[src/rtl/sws_pkg.sv]
package sws_pkg;
  typedef enum logic {
    EDGE_FALL = 1'b0,
    EDGE_RISE = 1'b1
  } dout_edge_e;

  localparam int unsigned IDX_SCK = 0;
  localparam int unsigned IDX_CSN = 1;
  localparam int unsigned IDX_SDI = 2;
  localparam int unsigned N_SER   = 3;
endpackage

[src/rtl/sws_sync.sv]
module sws_sync #(
  parameter int unsigned W      = 3,
  parameter int unsigned STAGES = 2,
  parameter logic [W-1:0] RST_VAL = '0
) (
  input  logic         clk,
  input  logic         rst,
  input  logic [W-1:0] d_i,
  output logic [W-1:0] q_o
);
  logic [W-1:0] chain_q [STAGES];

  always_ff @(posedge clk) begin
    if (rst) begin
      for (int s = 0; s < STAGES; s++) chain_q[s] <= RST_VAL;
    end else begin
      chain_q[0] <= d_i;
      for (int s = 1; s < STAGES; s++) chain_q[s] <= chain_q[s-1];
    end
  end

  assign q_o = chain_q[STAGES-1];
endmodule

[src/rtl/sws_edge.sv]
module sws_edge #(
  parameter int unsigned W = 3,
  parameter logic [W-1:0] RST_VAL = '0
) (
  input  logic         clk,
  input  logic         rst,
  input  logic [W-1:0] lvl_i,
  output logic [W-1:0] rise_o,
  output logic [W-1:0] fall_o
);
  logic [W-1:0] prev_q;

  always_ff @(posedge clk) begin
    if (rst) prev_q <= RST_VAL;
    else     prev_q <= lvl_i;
  end

  for (genvar i = 0; i < W; i++) begin : g_det
    assign rise_o[i] = lvl_i[i] & ~prev_q[i];
    assign fall_o[i] = ~lvl_i[i] & prev_q[i];
  end
endmodule

[src/rtl/sws_shift.sv]
module sws_shift #(
  parameter int unsigned WORD_W = 16
) (
  input  logic              clk,
  input  logic              rst,
  input  logic              sck_rise_i,
  input  logic              cs_low_i,
  input  logic              cs_fall_i,
  input  logic              cs_rise_i,
  input  logic              sdi_i,
  output logic [WORD_W-1:0] shreg_o,
  output logic [WORD_W-1:0] word_o,
  output logic              word_vld_o
);
  localparam int unsigned CNT_W = $clog2(WORD_W + 1);
  localparam logic [CNT_W-1:0] FULL = CNT_W'(WORD_W);

  logic [WORD_W-1:0] sr_q;
  logic [CNT_W-1:0]  cnt_q;

  always_ff @(posedge clk) begin
    if (rst) begin
      sr_q       <= '0;
      cnt_q      <= '0;
      word_o     <= '0;
      word_vld_o <= 1'b0;
    end else begin
      word_vld_o <= 1'b0;
      if (cs_fall_i) begin
        cnt_q <= '0;
      end else if (sck_rise_i && cs_low_i) begin
        sr_q <= {sr_q[WORD_W-2:0], sdi_i};
        if (cnt_q != FULL) cnt_q <= cnt_q + 1'b1;
      end
      if (cs_rise_i && cnt_q == FULL) begin
        word_o     <= sr_q;
        word_vld_o <= 1'b1;
      end
    end
  end

  assign shreg_o = sr_q;
endmodule

[src/rtl/sws_dout.sv]
module sws_dout
  import sws_pkg::*;
(
  input  logic clk,
  input  logic rst,
  input  logic mode_i,
  input  logic hold_i,
  input  logic sck_rise_i,
  input  logic sck_fall_i,
  input  logic last_i,
  output logic sdo_o
);
  dout_edge_e mode_q;
  logic       upd;

  assign upd = !hold_i &&
               ((mode_q == EDGE_RISE && sck_rise_i) ||
                (mode_q == EDGE_FALL && sck_fall_i));

  always_ff @(posedge clk) begin
    if (rst) begin
      mode_q <= EDGE_FALL;
      sdo_o  <= 1'b0;
    end else begin
      mode_q <= dout_edge_e'(mode_i);
      if (upd) sdo_o <= last_i;
    end
  end
endmodule

[src/rtl/ser_word_shifter.sv]
module ser_word_shifter
  import sws_pkg::*;
#(
  parameter int unsigned WORD_W      = 16,
  parameter int unsigned SYNC_STAGES = 2
) (
  input  logic              clk,
  input  logic              rst,
  input  logic              sclk_in,
  input  logic              csn_in,
  input  logic              sdi_in,
  input  logic              edge_mode_in,
  input  logic              hold_in,
  output logic [WORD_W-1:0] word_o,
  output logic              word_vld_o,
  output logic              sdo_o
);
  localparam logic [N_SER-1:0] IDLE = N_SER'(1) << IDX_CSN;

  logic [N_SER-1:0]  raw, lvl, rise, fall;
  logic [WORD_W-1:0] shreg_q;
  logic              cs_s;

  assign raw[IDX_SCK] = sclk_in;
  assign raw[IDX_CSN] = csn_in;
  assign raw[IDX_SDI] = sdi_in;
  assign cs_s         = lvl[IDX_CSN];

  sws_sync #(.W(N_SER), .STAGES(SYNC_STAGES), .RST_VAL(IDLE)) u_sync (
    .clk(clk), .rst(rst), .d_i(raw), .q_o(lvl)
  );

  sws_edge #(.W(N_SER), .RST_VAL(IDLE)) u_edge (
    .clk(clk), .rst(rst), .lvl_i(lvl), .rise_o(rise), .fall_o(fall)
  );

  sws_shift #(.WORD_W(WORD_W)) u_shift (
    .clk(clk), .rst(rst),
    .sck_rise_i(rise[IDX_SCK]),
    .cs_low_i(!cs_s),
    .cs_fall_i(fall[IDX_CSN]),
    .cs_rise_i(rise[IDX_CSN]),
    .sdi_i(lvl[IDX_SDI]),
    .shreg_o(shreg_q),
    .word_o(word_o),
    .word_vld_o(word_vld_o)
  );

  sws_dout u_dout (
    .clk(clk), .rst(rst),
    .mode_i(edge_mode_in),
    .hold_i(hold_in),
    .sck_rise_i(rise[IDX_SCK]),
    .sck_fall_i(fall[IDX_SCK]),
    .last_i(shreg_q[WORD_W-1]),
    .sdo_o(sdo_o)
  );
endmodule

[config.mk]
export PLATFORM = sky130hd
export DESIGN_NAME = ser_word_shifter
export DESIGN_NICKNAME = d
export VERILOG_FILES = /design/src/rtl/sws_pkg.sv /design/src/rtl/sws_sync.sv /design/src/rtl/sws_edge.sv /design/src/rtl/sws_shift.sv /design/src/rtl/sws_dout.sv /design/src/rtl/ser_word_shifter.sv
export SDC_FILE = /design/constraint.sdc
export NUM_CORES = 1
export LEC_CHECK = 0
export BUFFER_PORTS_ARGS = -buffer_cell sky130_fd_sc_hd__buf_2
export CAP_MARGIN = 20
export CORE_MARGIN = 4
export CORE_UTILIZATION = 50
export DETAILED_ROUTE_END_ITERATION = 10
export MAX_ROUTING_LAYER = met4
export PLACE_DENSITY = 0.74
export REMOVE_ABC_BUFFERS = 1
export SKIP_CTS_REPAIR_TIMING = 1
export SLEW_MARGIN = 20
export SYNTH_ARGS = -nofsm -noshare
export SYNTH_HDL_FRONTEND = slang
export SYNTH_SLANG_ARGS = --single-unit
[constraint.sdc]
create_clock -name clk -period 1.62 [get_ports clk]
set_input_delay 0.405 -clock clk [delete_from_list [all_inputs] [get_ports clk]]
set_output_delay 0.405 -clock clk [all_outputs]
set_load 0.05 [all_outputs]
* Word-level counts from Yosys, hierarchy flattened
Memory sizes are Yosys's and may differ from the RTL's.
Index checks and enable logic that the tools add are counted.
** Word-level totals
- Flip-flop bits (word level) :: 42
- Bits in writable memories :: 6
- Logic and storage cells :: 40
- Memories :: 1
** Memory list
- u_sync.chain_q :: words 2, bits a word 3, read ports 2, clocked after memory_dff 0, wr ports 2, RTL line sws_sync.sv:11 : logic [W-1:0] chain_q [STAGES];
** Operators by class
- Add/sub/neg operators :: 1
- Eq/ne operators :: 2
- Mux-type cells :: 6
- Bitwise logic cells :: 12
- Reduce and logical (&&, ||, !) cells :: 11
** Operator list (count)
- 3-bit two-way mux :: 2
- 1-bit NOT :: 6
- 5-bit by 1-bit adder with 5-bit output (second input constant) :: 1
- 5-bit equality test (second input constant) :: 1
- 1-bit logical AND :: 5
- 5-bit inequality test (second input constant) :: 1
- 1-bit bitwise AND :: 4
- 1-bit two-way mux :: 4
- 2-bit AND reduction :: 2
- 1-bit zero test :: 2
- 1-bit bitwise OR :: 2
- 2-bit OR reduction :: 1
- 1-bit logical OR :: 1

* Depth between registers and ports, before layout
Gate-level depths: netlist of the first run.
- Depth after elaboration :: 5
- Depth in mapped cells :: 6
- Mapped depth without buffers :: 5

* Hierarchy
A second synthesis of the first run with hierarchy kept.
** Second synthesis, totals
- Cells, all modules :: 214
- Area total of the unflattened synthesis :: 1988.2 µm²
** By module, submodules not included
- sws_shift :: instances 1, cells each 178, area an instance 1597.8 µm², seq. area each 760.7 µm²
- sws_sync :: instances 1, cells each 15, area an instance 180.2 µm², seq. area each 120.1 µm²
- sws_edge :: instances 1, cells each 12, area an instance 116.4 µm², seq. area each 60.1 µm²
- sws_dout :: instances 1, cells each 8, area an instance 90.1 µm², seq. area each 40.0 µm²
- ser_word_shifter :: instances 1, cells each 1, area an instance 3.8 µm², seq. area each 0.0 µm²

* Least setup slack after synthesis of the first run
Ideal clock, no wire load.
- Path kind :: reg-to-reg
- Start :: register u_shift.cnt_q[0]
- End :: register u_shift.cnt_q[2]
- Setup time :: 0.086 ns
- Data arrival time :: 1.444 ns
- Data required time :: 1.534 ns
- Slack :: 0.090 ns
- Cell stages (with the launch flop) :: 6
- Buffers on the path :: 0
- Clock period less this slack :: 1.530 ns
- Cell sequence :: dfxtp_1 inv_1 ha_1 and4bb_2 or4_1 a221oi_2
** On the way
- Cells in the longest elaborated chain, start to end :: 2
- Elaborated cells between the ends (all ways) :: 3
- Those cells by class :: 1 x add/sub; 1 x eq/ne; 1 x reduce/logical
** Ends and longest elaborated chain
- start: declaration :: RTL line sws_shift.sv:19 : logic [CNT_W-1:0] cnt_q;
- start signal: assignment :: RTL line sws_shift.sv:33 : if (cnt_q != FULL) cnt_q <= cnt_q + 1'b1;
- parallel branches: the longest is 2 deep, another holds 5-bit by 1-bit adder with 5-bit output
Parallel ways; which one is timed is not known.
A chain may end at the register's enable or synchronous reset.

* Worst setup path in the final report of the first run
Same ends and word-level chain as after synthesis.

==> results.sh, run 1 <==
export IMPL_status="complete, no violations"
export IMPL_clkTransAtPathRegs_ns=0.13
export IMPL_clkLatencyLatePin_ns=0.35
export IMPL_cts_sinks=48
export IMPL_placed_cell_area_sq_um=2030
export IMPL_ant_nets=0
export IMPL_ys_flop_type="dfxtp_1"
export IMPL_drt_iter0_markers=48
export IMPL_grt_max_degree=32
export IMPL_min_path_type="input port to flip-flop"
export IMPL_core_sq_um=3390
export IMPL_drv_slew=0
export IMPL_dieArea_sq_um=4600
export IMPL_gp_congestion=0.771
export IMPL_io_buffers=24
export IMPL_critPathKind="flip-flop to flip-flop"
export IMPL_ctsLongestPathBuffers=2
export IMPL_cts_tree="built"
export IMPL_leakagePower_nw=0.877
export IMPL_fmax_ghz=0.625
export IMPL_tightest_slew_ns=0.291
export IMPL_crit_path_end_kind="flip-flop"
export IMPL_hpwlAfterDp_microns=2320
export IMPL_hold_violations=0
export IMPL_drive_gt1_share_pct=24.8
export IMPL_layout_cells_non_filler=248
export IMPL_crit_path_max_fanout=4
export IMPL_nets=211
export IMPL_grt_pass1_wl_microns=5350
export IMPL_fillers=297
export IMPL_vias=1271
export IMPL_syn_avg_cell_area_sq_um=10.6
export IMPL_fin_worst_skew_ns=0.00893
export IMPL_p_per_area_nw_per_um2=860
export IMPL_antenna_found_initial=0
export IMPL_synthCells=169
export IMPL_setup_violations_final=0
export IMPL_setup_tns_ns=0
export IMPL_start_util_pct=52.9
export IMPL_dp_cells=241
export IMPL_cp_cell_sequence="inv_1 > ha_1 > and4bb_2 > or4_1 > a221oi_2"
export IMPL_final_area_sq_um=2100
export IMPL_fp_dieH_microns=67.9
export IMPL_arrival_ns=1.86
export IMPL_fp_dieW_microns=67.9
export IMPL_yosysWarnings=0
export IMPL_drt_first_pass_iters=4
export IMPL_wl_microns=3230
export IMPL_vias_per_cell=5.13
export IMPL_overflow=0
export IMPL_synth_seq_cells=48
export IMPL_htree_num_levels=2
export IMPL_area_delta_synth_final_pct=17.2
export IMPL_layout_common_cells="dfxtp_1, mux2i_1, nand2_1"
export IMPL_cts_root_buf="clkbuf_4"
export IMPL_drc=0
export IMPL_cap_violations=0
export IMPL_critPathMaxStageDelay_ns=0.44
export IMPL_ios=25
export IMPL_dp_worst_setup_slack_ns=-0.122
export IMPL_crit_family="simple AND/OR/NAND/NOR gates"
export IMPL_synth_cell_types=29
export IMPL_path_buf_inv=1
export IMPL_antennaDiodeCount=0
export IMPL_cp_required_ns=1.88
export IMPL_post_drt_wl_per_cell_microns=13.0
export IMPL_timing_final_ws_setup_ns=0.0205
export IMPL_final_common_cell="dfxtp_1"
export IMPL_synth_seq_area_share_pct=53.6
export IMPL_grt_pass1_vias=1240
export IMPL_num_rows=21
export IMPL_crit_slowest_cell="or4_1"
export IMPL_cts_made_buffers=5
export IMPL_finalCritPeriodShare_pct=98.7
export IMPL_synth_edf_count=0
export IMPL_track_usage_pct=16.4
export IMPL_period_needed_ns=1.60
export IMPL_synth_area_sq_um=1790
export IMPL_ir_worst_vdd_mv=0.613
export IMPL_start_kind="flip-flop"
export IMPL_slew_headroom_pct=80.6
export IMPL_synth_async_reset_ratio_pct=0
## flip-flops by register name, summed over array words and instances, names as in the netlist
signal              flops
u_shift.shreg_o        16
u_edge.prev_q           2
u_dout.mode_q           1
u_dout.sdo_o            1
u_shift.word_vld_o      1
u_sync.chain_q          6
u_shift.cnt_q           5
u_shift.word_o         16
## power by group
group / internal, mW / total, mW / leakage, nW / switching (mW)
logic: 0.0290 / 0.0646 / 0.454 / 0.0356
clock network: 0.207 / 0.548 / 0.0343 / 0.341
registers: 1.19 / 1.19 / 0.389 / 0.00403
total: 1.43 / 1.81 / 0.877 / 0.381
## synth_stat cells, types with 2 or more instances
cell      number  area share (%)
a211o_1        2            0.98
a21oi_1        2            0.56
buf_2          2            0.56
clkbuf_1       5             1.0
dfxtp_1       48              54
ha_1           2             1.4
inv_1          5             1.0
mux2i_1       35              20
nand2_1       34             7.1
nand4_1        2            0.70
nor2_1         2            0.42
nor2b_1        6             2.1
o211ai_1       6             2.5
or2_2          2            0.70
or4b_2         2             1.1
## final cells by class
type                    instances  area (sq um)  share of cell area, %
clock buffers                   6          51.3                   2.44
inverters                       6          22.5                   1.07
multi-input cells             107           790                   37.6
well taps                      46          57.6                   2.74
clock inverters                 1          8.76                  0.417
flip-flops and latches         48           962                   45.8
repair buffers                 34           208                   9.89
## worst paths after layout
check / startpoint / to / slack [ns] / cells after the start
worst max register to register: u_shift.cnt_q[0] / u_shift.cnt_q[2] / 0.02 / 5
worst max-delay path: u_shift.cnt_q[0] / u_shift.cnt_q[2] / 0.02 / 5
worst min register to register: u_sync.chain_q[0][1] / u_sync.chain_q[0][4] / 0.43 / 1
worst min-delay path: csn_in / u_sync.chain_q[0][1] / 0.23 / 2
## kinds of logic (layout without fill, tap and decap cells)
| group | Yosys count | count (layout) | share of synthesized area (%) |
|---|---|---|---|
| compound gates | 13 | 13 | 5.73 |
| buf+inv | 14 | 47 | 3.07 |
| fa+ha+maj | 2 | 2 | 1.40 |
| simple gates | 57 | 57 | 16.6 |
| mux | 35 | 35 | 19.6 |
| flops | 48 | 48 | 53.6 |
## per-stage QoR
stage	power [mW]	hold slack [ns]	util [%]
floorplan	1.25	0.389	-
global placement	1.28	0.392	60.0
detailed placement	1.29	0.398	60.0
CTS	1.83	0.214	61.8
global route	1.89	0.193	61.9
finish	1.81	0.234	61.9
## per-layer routing
metal	vias to the layer above	routed length (microns)	GRT usage [%]
met2	19	1630	27.0
li1	648	-	-
met4	0	40	5.96
met1	600	1450	18.2
met5	-	0	-
met3	4	108	5.91
(Power assumes the default switching activity.)
==> run 2: changes to the inputs <==
Settings changed: RECOVER_POWER set to 50.
==> results.sh, run 2 (synthesis results as in run 1) <==
export IMPL_drc=0
export IMPL_drt_first_pass_iters=4
export IMPL_hold_violations=0
export IMPL_fp_dieW_microns=67.9
export IMPL_grt_max_degree=32
export IMPL_layout_common_cells="dfxtp_1, mux2i_1, nand2_1"
export IMPL_clkTransAtPathRegs_ns=0.13
export IMPL_clkLatencyLatePin_ns=0.34
export IMPL_antennaDiodeCount=0
export IMPL_fin_util_pct=61.4
export IMPL_cap_violations=0
export IMPL_final_common_cell="dfxtp_1"
export IMPL_io_buffers=24
export IMPL_antenna_found_initial=0
export IMPL_fp_dieH_microns=67.9
export IMPL_num_rows=21
export IMPL_core_sq_um=3390
export IMPL_cts_sinks=48
export IMPL_fmax_ghz=0.625
export IMPL_gp_congestion=0.771
export IMPL_fin_worst_skew_ns=0.00878
export IMPL_cp_cell_sequence="inv_1 > ha_1 > and4bb_2 > or4_1 > a221oi_2"
export IMPL_period_needed_ns=1.60
export IMPL_reg2reg_slack_ns=0.02
export IMPL_min_path_type="input port to flip-flop"
export IMPL_vias_per_cell=5.11
export IMPL_area_delta_synth_final_pct=16.2
export IMPL_drt_iter0_markers=39
export IMPL_start_util_pct=52.9
export IMPL_status="complete, no violations"
export IMPL_min_from="csn_in"
export IMPL_critPathKind="flip-flop to flip-flop"
export IMPL_track_usage_pct=16.4
export IMPL_crit_slowest_cell="or4_1"
export IMPL_overflow=0
export IMPL_drv_slew=0
export IMPL_crit_path_max_fanout=4
export IMPL_cp_required_ns=1.88
export IMPL_tightest_slew_ns=0.463
export IMPL_drive_gt1_share_pct=22.8
export IMPL_setup_violations_final=0
export IMPL_rr_startpoint="u_shift.cnt_q[0]"
export IMPL_ctsLongestPathBuffers=2
export IMPL_holdPathStages=2
export IMPL_start_kind="flip-flop"
export IMPL_p_per_area_nw_per_um2=868
export IMPL_wl_microns=3270
export IMPL_leakagePower_nw=0.855
export IMPL_ant_nets=0
export IMPL_whs_ns=0.237
export IMPL_dieArea_sq_um=4600
export IMPL_grt_pass1_wl_microns=5350
export IMPL_arrival_ns=1.86
export IMPL_crit_path_end_kind="flip-flop"
export IMPL_timing_rr_end="u_shift.cnt_q[2]"
export IMPL_ir_worst_vdd_mv=0.611
export IMPL_cts_tree="built"
export IMPL_post_drt_wl_per_cell_microns=13.2
export IMPL_slew_headroom_pct=69.1
export IMPL_nets=211
export IMPL_cts_made_buffers=5
export IMPL_critPathMaxStageDelay_ns=0.44
export IMPL_rr_worst_depth=5
export IMPL_hpwlAfterDp_microns=2320
export IMPL_vias=1268
export IMPL_cts_root_buf="clkbuf_4"
export IMPL_finalCritPeriodShare_pct=98.7
export IMPL_hold_path_end="u_sync.chain_q[0][1]"
export IMPL_htree_num_levels=2
export IMPL_ios=25
export IMPL_grt_pass1_vias=1240
## run 2: cell count changes in the layout (fill, tap and decap cells not counted), sizes merged
cell | before | now
clkbuf | 6 | 19
buf | 34 | 21
## run 2: through the flow
step	total power, mW	area (sq um)	setup TNS, ns	instances	setup WS, ns
after floorplan	1.25	1760	-4.46	161	-0.319
after global placement	1.28	2030	-0.241	241	-0.0258
after detailed placement	1.29	2030	-0.905	241	-0.122
after CTS	1.83	2090	-1.22	248	-0.143
after global routing	1.88	2080	-0.0275	248	-0.0275
final	1.81	2080	0	248	0.0203
## run 2: worst max-delay path by stage
| stage | slack, ns | cells after the start | start | endpoint |
|---|---|---|---|---|
| after global placement | -0.03 | 5 | u_shift.cnt_q[0] | u_shift.word_o[12] |
| after global routing | -0.03 | 5 | u_shift.cnt_q[0] | u_shift.cnt_q[2] |
| after detailed placement | -0.12 | 5 | u_shift.cnt_q[0] | u_shift.word_o[11] |
| final | 0.02 | 5 | u_shift.cnt_q[0] | u_shift.cnt_q[2] |
| after floorplan | -0.32 | 2 | u_sync.chain_q[0][4] | u_shift.shreg_o[6] |
| after CTS | -0.14 | 5 | u_shift.cnt_q[0] | u_shift.word_o[11] |
## run 2: critical path: cells and delay by family, from the launching register on
kind | cells | cell delay, ns
compound gates | 1 | 0.23
buf+inv | 1 | 0.05
flops | 1 | 0.34
simple gates | 2 | 0.70
fa+ha+maj | 1 | 0.20
## run 2: final cells by class
cell class | count | area [sq um]
fill | 300 | 1310
sequential | 48 | 962
multi-input combinational | 107 | 790
timing repair buffer | 34 | 190
tap | 46 | 57.6
clock buffer | 6 | 51.3
inverter | 6 | 22.5
clock inverter | 1 | 8.76
## run 2: per-layer routing
metal	part of all wire [%]	up-vias	global-route usage, %
met2	50	17	27.0
met1	46	600	18.2
met5	0	-	-
met4	1.2	0	5.96
li1	-	647	-
met3	2.7	4	5.91
## run 2: report_power, final
group / internal, mW / switching, mW / total (mW)
Sequential: 1.19 / 0.00401 / 1.19
Clock: 0.207 / 0.345 / 0.551
Combinational: 0.0256 / 0.0360 / 0.0616
Total: 1.42 / 0.385 / 1.81
==> run 3: changes to the inputs <==
Settings changed: CORE_UTILIZATION 50 to 52, CTS_BUF_LIST set to sky130_fd_sc_hd__clkbuf_8, PLACE_DENSITY 0.74 to 0.76.
==> results.sh, run 3 (synthesis results as in run 1) <==
export IMPL_hpwlAfterDp_microns=2380
export IMPL_io_buffers=24
export IMPL_grt_pass1_vias=1312
export IMPL_min_path_type="input port to flip-flop"
export IMPL_p_total_mw=2.13
export IMPL_cts_tree="built"
export IMPL_status="complete, no violations"
export IMPL_crit_path_end_kind="flip-flop"
export IMPL_start_kind="flip-flop"
export IMPL_antenna_found_initial=0
export IMPL_ir_worst_vdd_mv=0.806
export IMPL_fp_dieH_microns=66.7
export IMPL_num_rows=21
export IMPL_dieArea_sq_um=4450
export IMPL_drt_iter0_markers=68
export IMPL_post_drt_wl_per_cell_microns=13.9
export IMPL_leakagePower_nw=0.865
export IMPL_final_area_sq_um=2140
export IMPL_dp_cells=240
export IMPL_htree_num_levels=2
export IMPL_cp_required_ns=1.85
export IMPL_cts_root_buf="clkbuf_8"
export IMPL_layout_common_cells="dfxtp_1, mux2i_1, nand2_1"
export IMPL_fp_dieW_microns=66.7
export IMPL_timing_final_ws_setup_ns=0.0815
export IMPL_ios=25
export IMPL_period_needed_ns=1.54
export IMPL_nets=210
export IMPL_area_delta_synth_final_pct=19.3
export IMPL_critPathKind="flip-flop to flip-flop"
export IMPL_wl_microns=3460
export IMPL_power_frac_comb_pct=2.9
export IMPL_clkTransAtPathRegs_ns=0.09
export IMPL_sw_frac_of_total_pct=21.3
export IMPL_core_sq_um=3340
export IMPL_rsz0062_at_grt="false"
export IMPL_final_common_cell="dfxtp_1"
export IMPL_start_util_pct=53.7
export IMPL_fin_worst_skew_ns=0.00657
export IMPL_fillers=307
export IMPL_ant_nets=0
export IMPL_ctsLongestPathBuffers=2
export IMPL_drt_first_pass_iters=4
export IMPL_clkLatencyLatePin_ns=0.30
export IMPL_track_usage_pct=17.5
export IMPL_dp_worst_setup_slack_ns=-0.0984
export IMPL_setup_violations_final=0
export IMPL_gp_congestion=0.792
export IMPL_cts_sinks=48
export IMPL_tightest_slew_ns=0.530
export IMPL_drv_slew=0
export IMPL_drive_gt1_share_pct=24.8
export IMPL_cap_violations=0
export IMPL_arrival_ns=1.76
export IMPL_cts_made_buffers=5
export IMPL_overflow=0
export IMPL_placed_cell_area_sq_um=2030
export IMPL_finalCritPeriodShare_pct=95.0
export IMPL_grt_pass1_wl_microns=5660
export IMPL_p_int_mw=1.68
export IMPL_switching_power_mw=0.454
export IMPL_p_clk_share_pct=41.2
export IMPL_slew_headroom_pct=64.6
export IMPL_vias_per_cell=5.26
export IMPL_hold_violations=0
export IMPL_crit_path_max_fanout=3
export IMPL_grt_max_degree=40
export IMPL_p_seq_share_pct=55.9
export IMPL_vias=1305
export IMPL_drc=0
export IMPL_fmax_ghz=0.650
export IMPL_antennaDiodeCount=0
export IMPL_p_per_area_nw_per_um2=998
export IMPL_layout_cells_non_filler=248
==> run 3: changes by cell type in the layout (fill, tap and decap cells not counted), moves of 4 or more <==
cell      delta
clkbuf_2     +9
clkbuf_4     -5
clkbuf_8     +4
buf_2       -10
==> run 3: path summary, 6_finish.rpt <==
kind / to / cells after the start / slack [ns] / from
setup / recovery: u_shift.cnt_q[2] / 3 / 0.08 / u_edge.prev_q[0]
hold / removal: u_sync.chain_q[0][1] / 2 / 0.29 / csn_in
setup reg to reg: u_shift.cnt_q[2] / 3 / 0.08 / u_edge.prev_q[0]
hold reg to reg: u_sync.chain_q[0][4] / 1 / 0.43 / u_sync.chain_q[0][1]
==> run 3: cell type report <==
| cell class | count | area [sq um] | share of cell area, % |
|---|---|---|---|
| inverter | 6 | 22.5 | 1.05 |
| sequential | 48 | 962 | 45.0 |
| tap | 46 | 57.6 | 2.69 |
| timing repair buffer | 33 | 189 | 8.84 |
| clock inverter | 3 | 46.3 | 2.17 |
| clock buffer | 5 | 68.8 | 3.22 |
| multi-input combinational | 107 | 792 | 37.0 |
==> run 3: worst max-delay path: stages (launching register included) <==
cell and delay (ns):
dfxtp_1 0.33, or3b_1 0.43, or4_4 0.50, a221oi_2 0.21
==> run 3: power groups by stage <==
stage	clock network [mW]	logic [mW]	registers, mW
after floorplan	0	0.0265	1.22
after global placement	0	0.0621	1.22
after detailed placement	0	0.0647	1.22
after CTS	0.893	0.0649	1.19
after global routing	0.954	0.0690	1.19
final	0.879	0.0625	1.19
==> run 3: layer usage <==
| metal | wire length [microns] | share of wire (%) | vias up | GRT usage (%) |
|---|---|---|---|---|
| met5 | 0 | 0 | - | - |
| met3 | 131 | 3.8 | 6 | 5.23 |
| met4 | 56 | 1.6 | 0 | 8.88 |
| met2 | 1770 | 51 | 21 | 30.7 |
| li1 | - | - | 649 | - |
| met1 | 1500 | 43 | 629 | 17.6 |
==> run 3: per-stage QoR <==
step / TNS, ns / util (%) / hold WS [ns]
after floorplan: -4.46 / - / 0.389
after global placement: -0.0142 / 60.7 / 0.392
after detailed placement: -0.800 / 60.7 / 0.410
after CTS: -1.35 / 64.2 / 0.287
after global routing: 0 / 64.1 / 0.297
final: 0 / 64.1 / 0.291
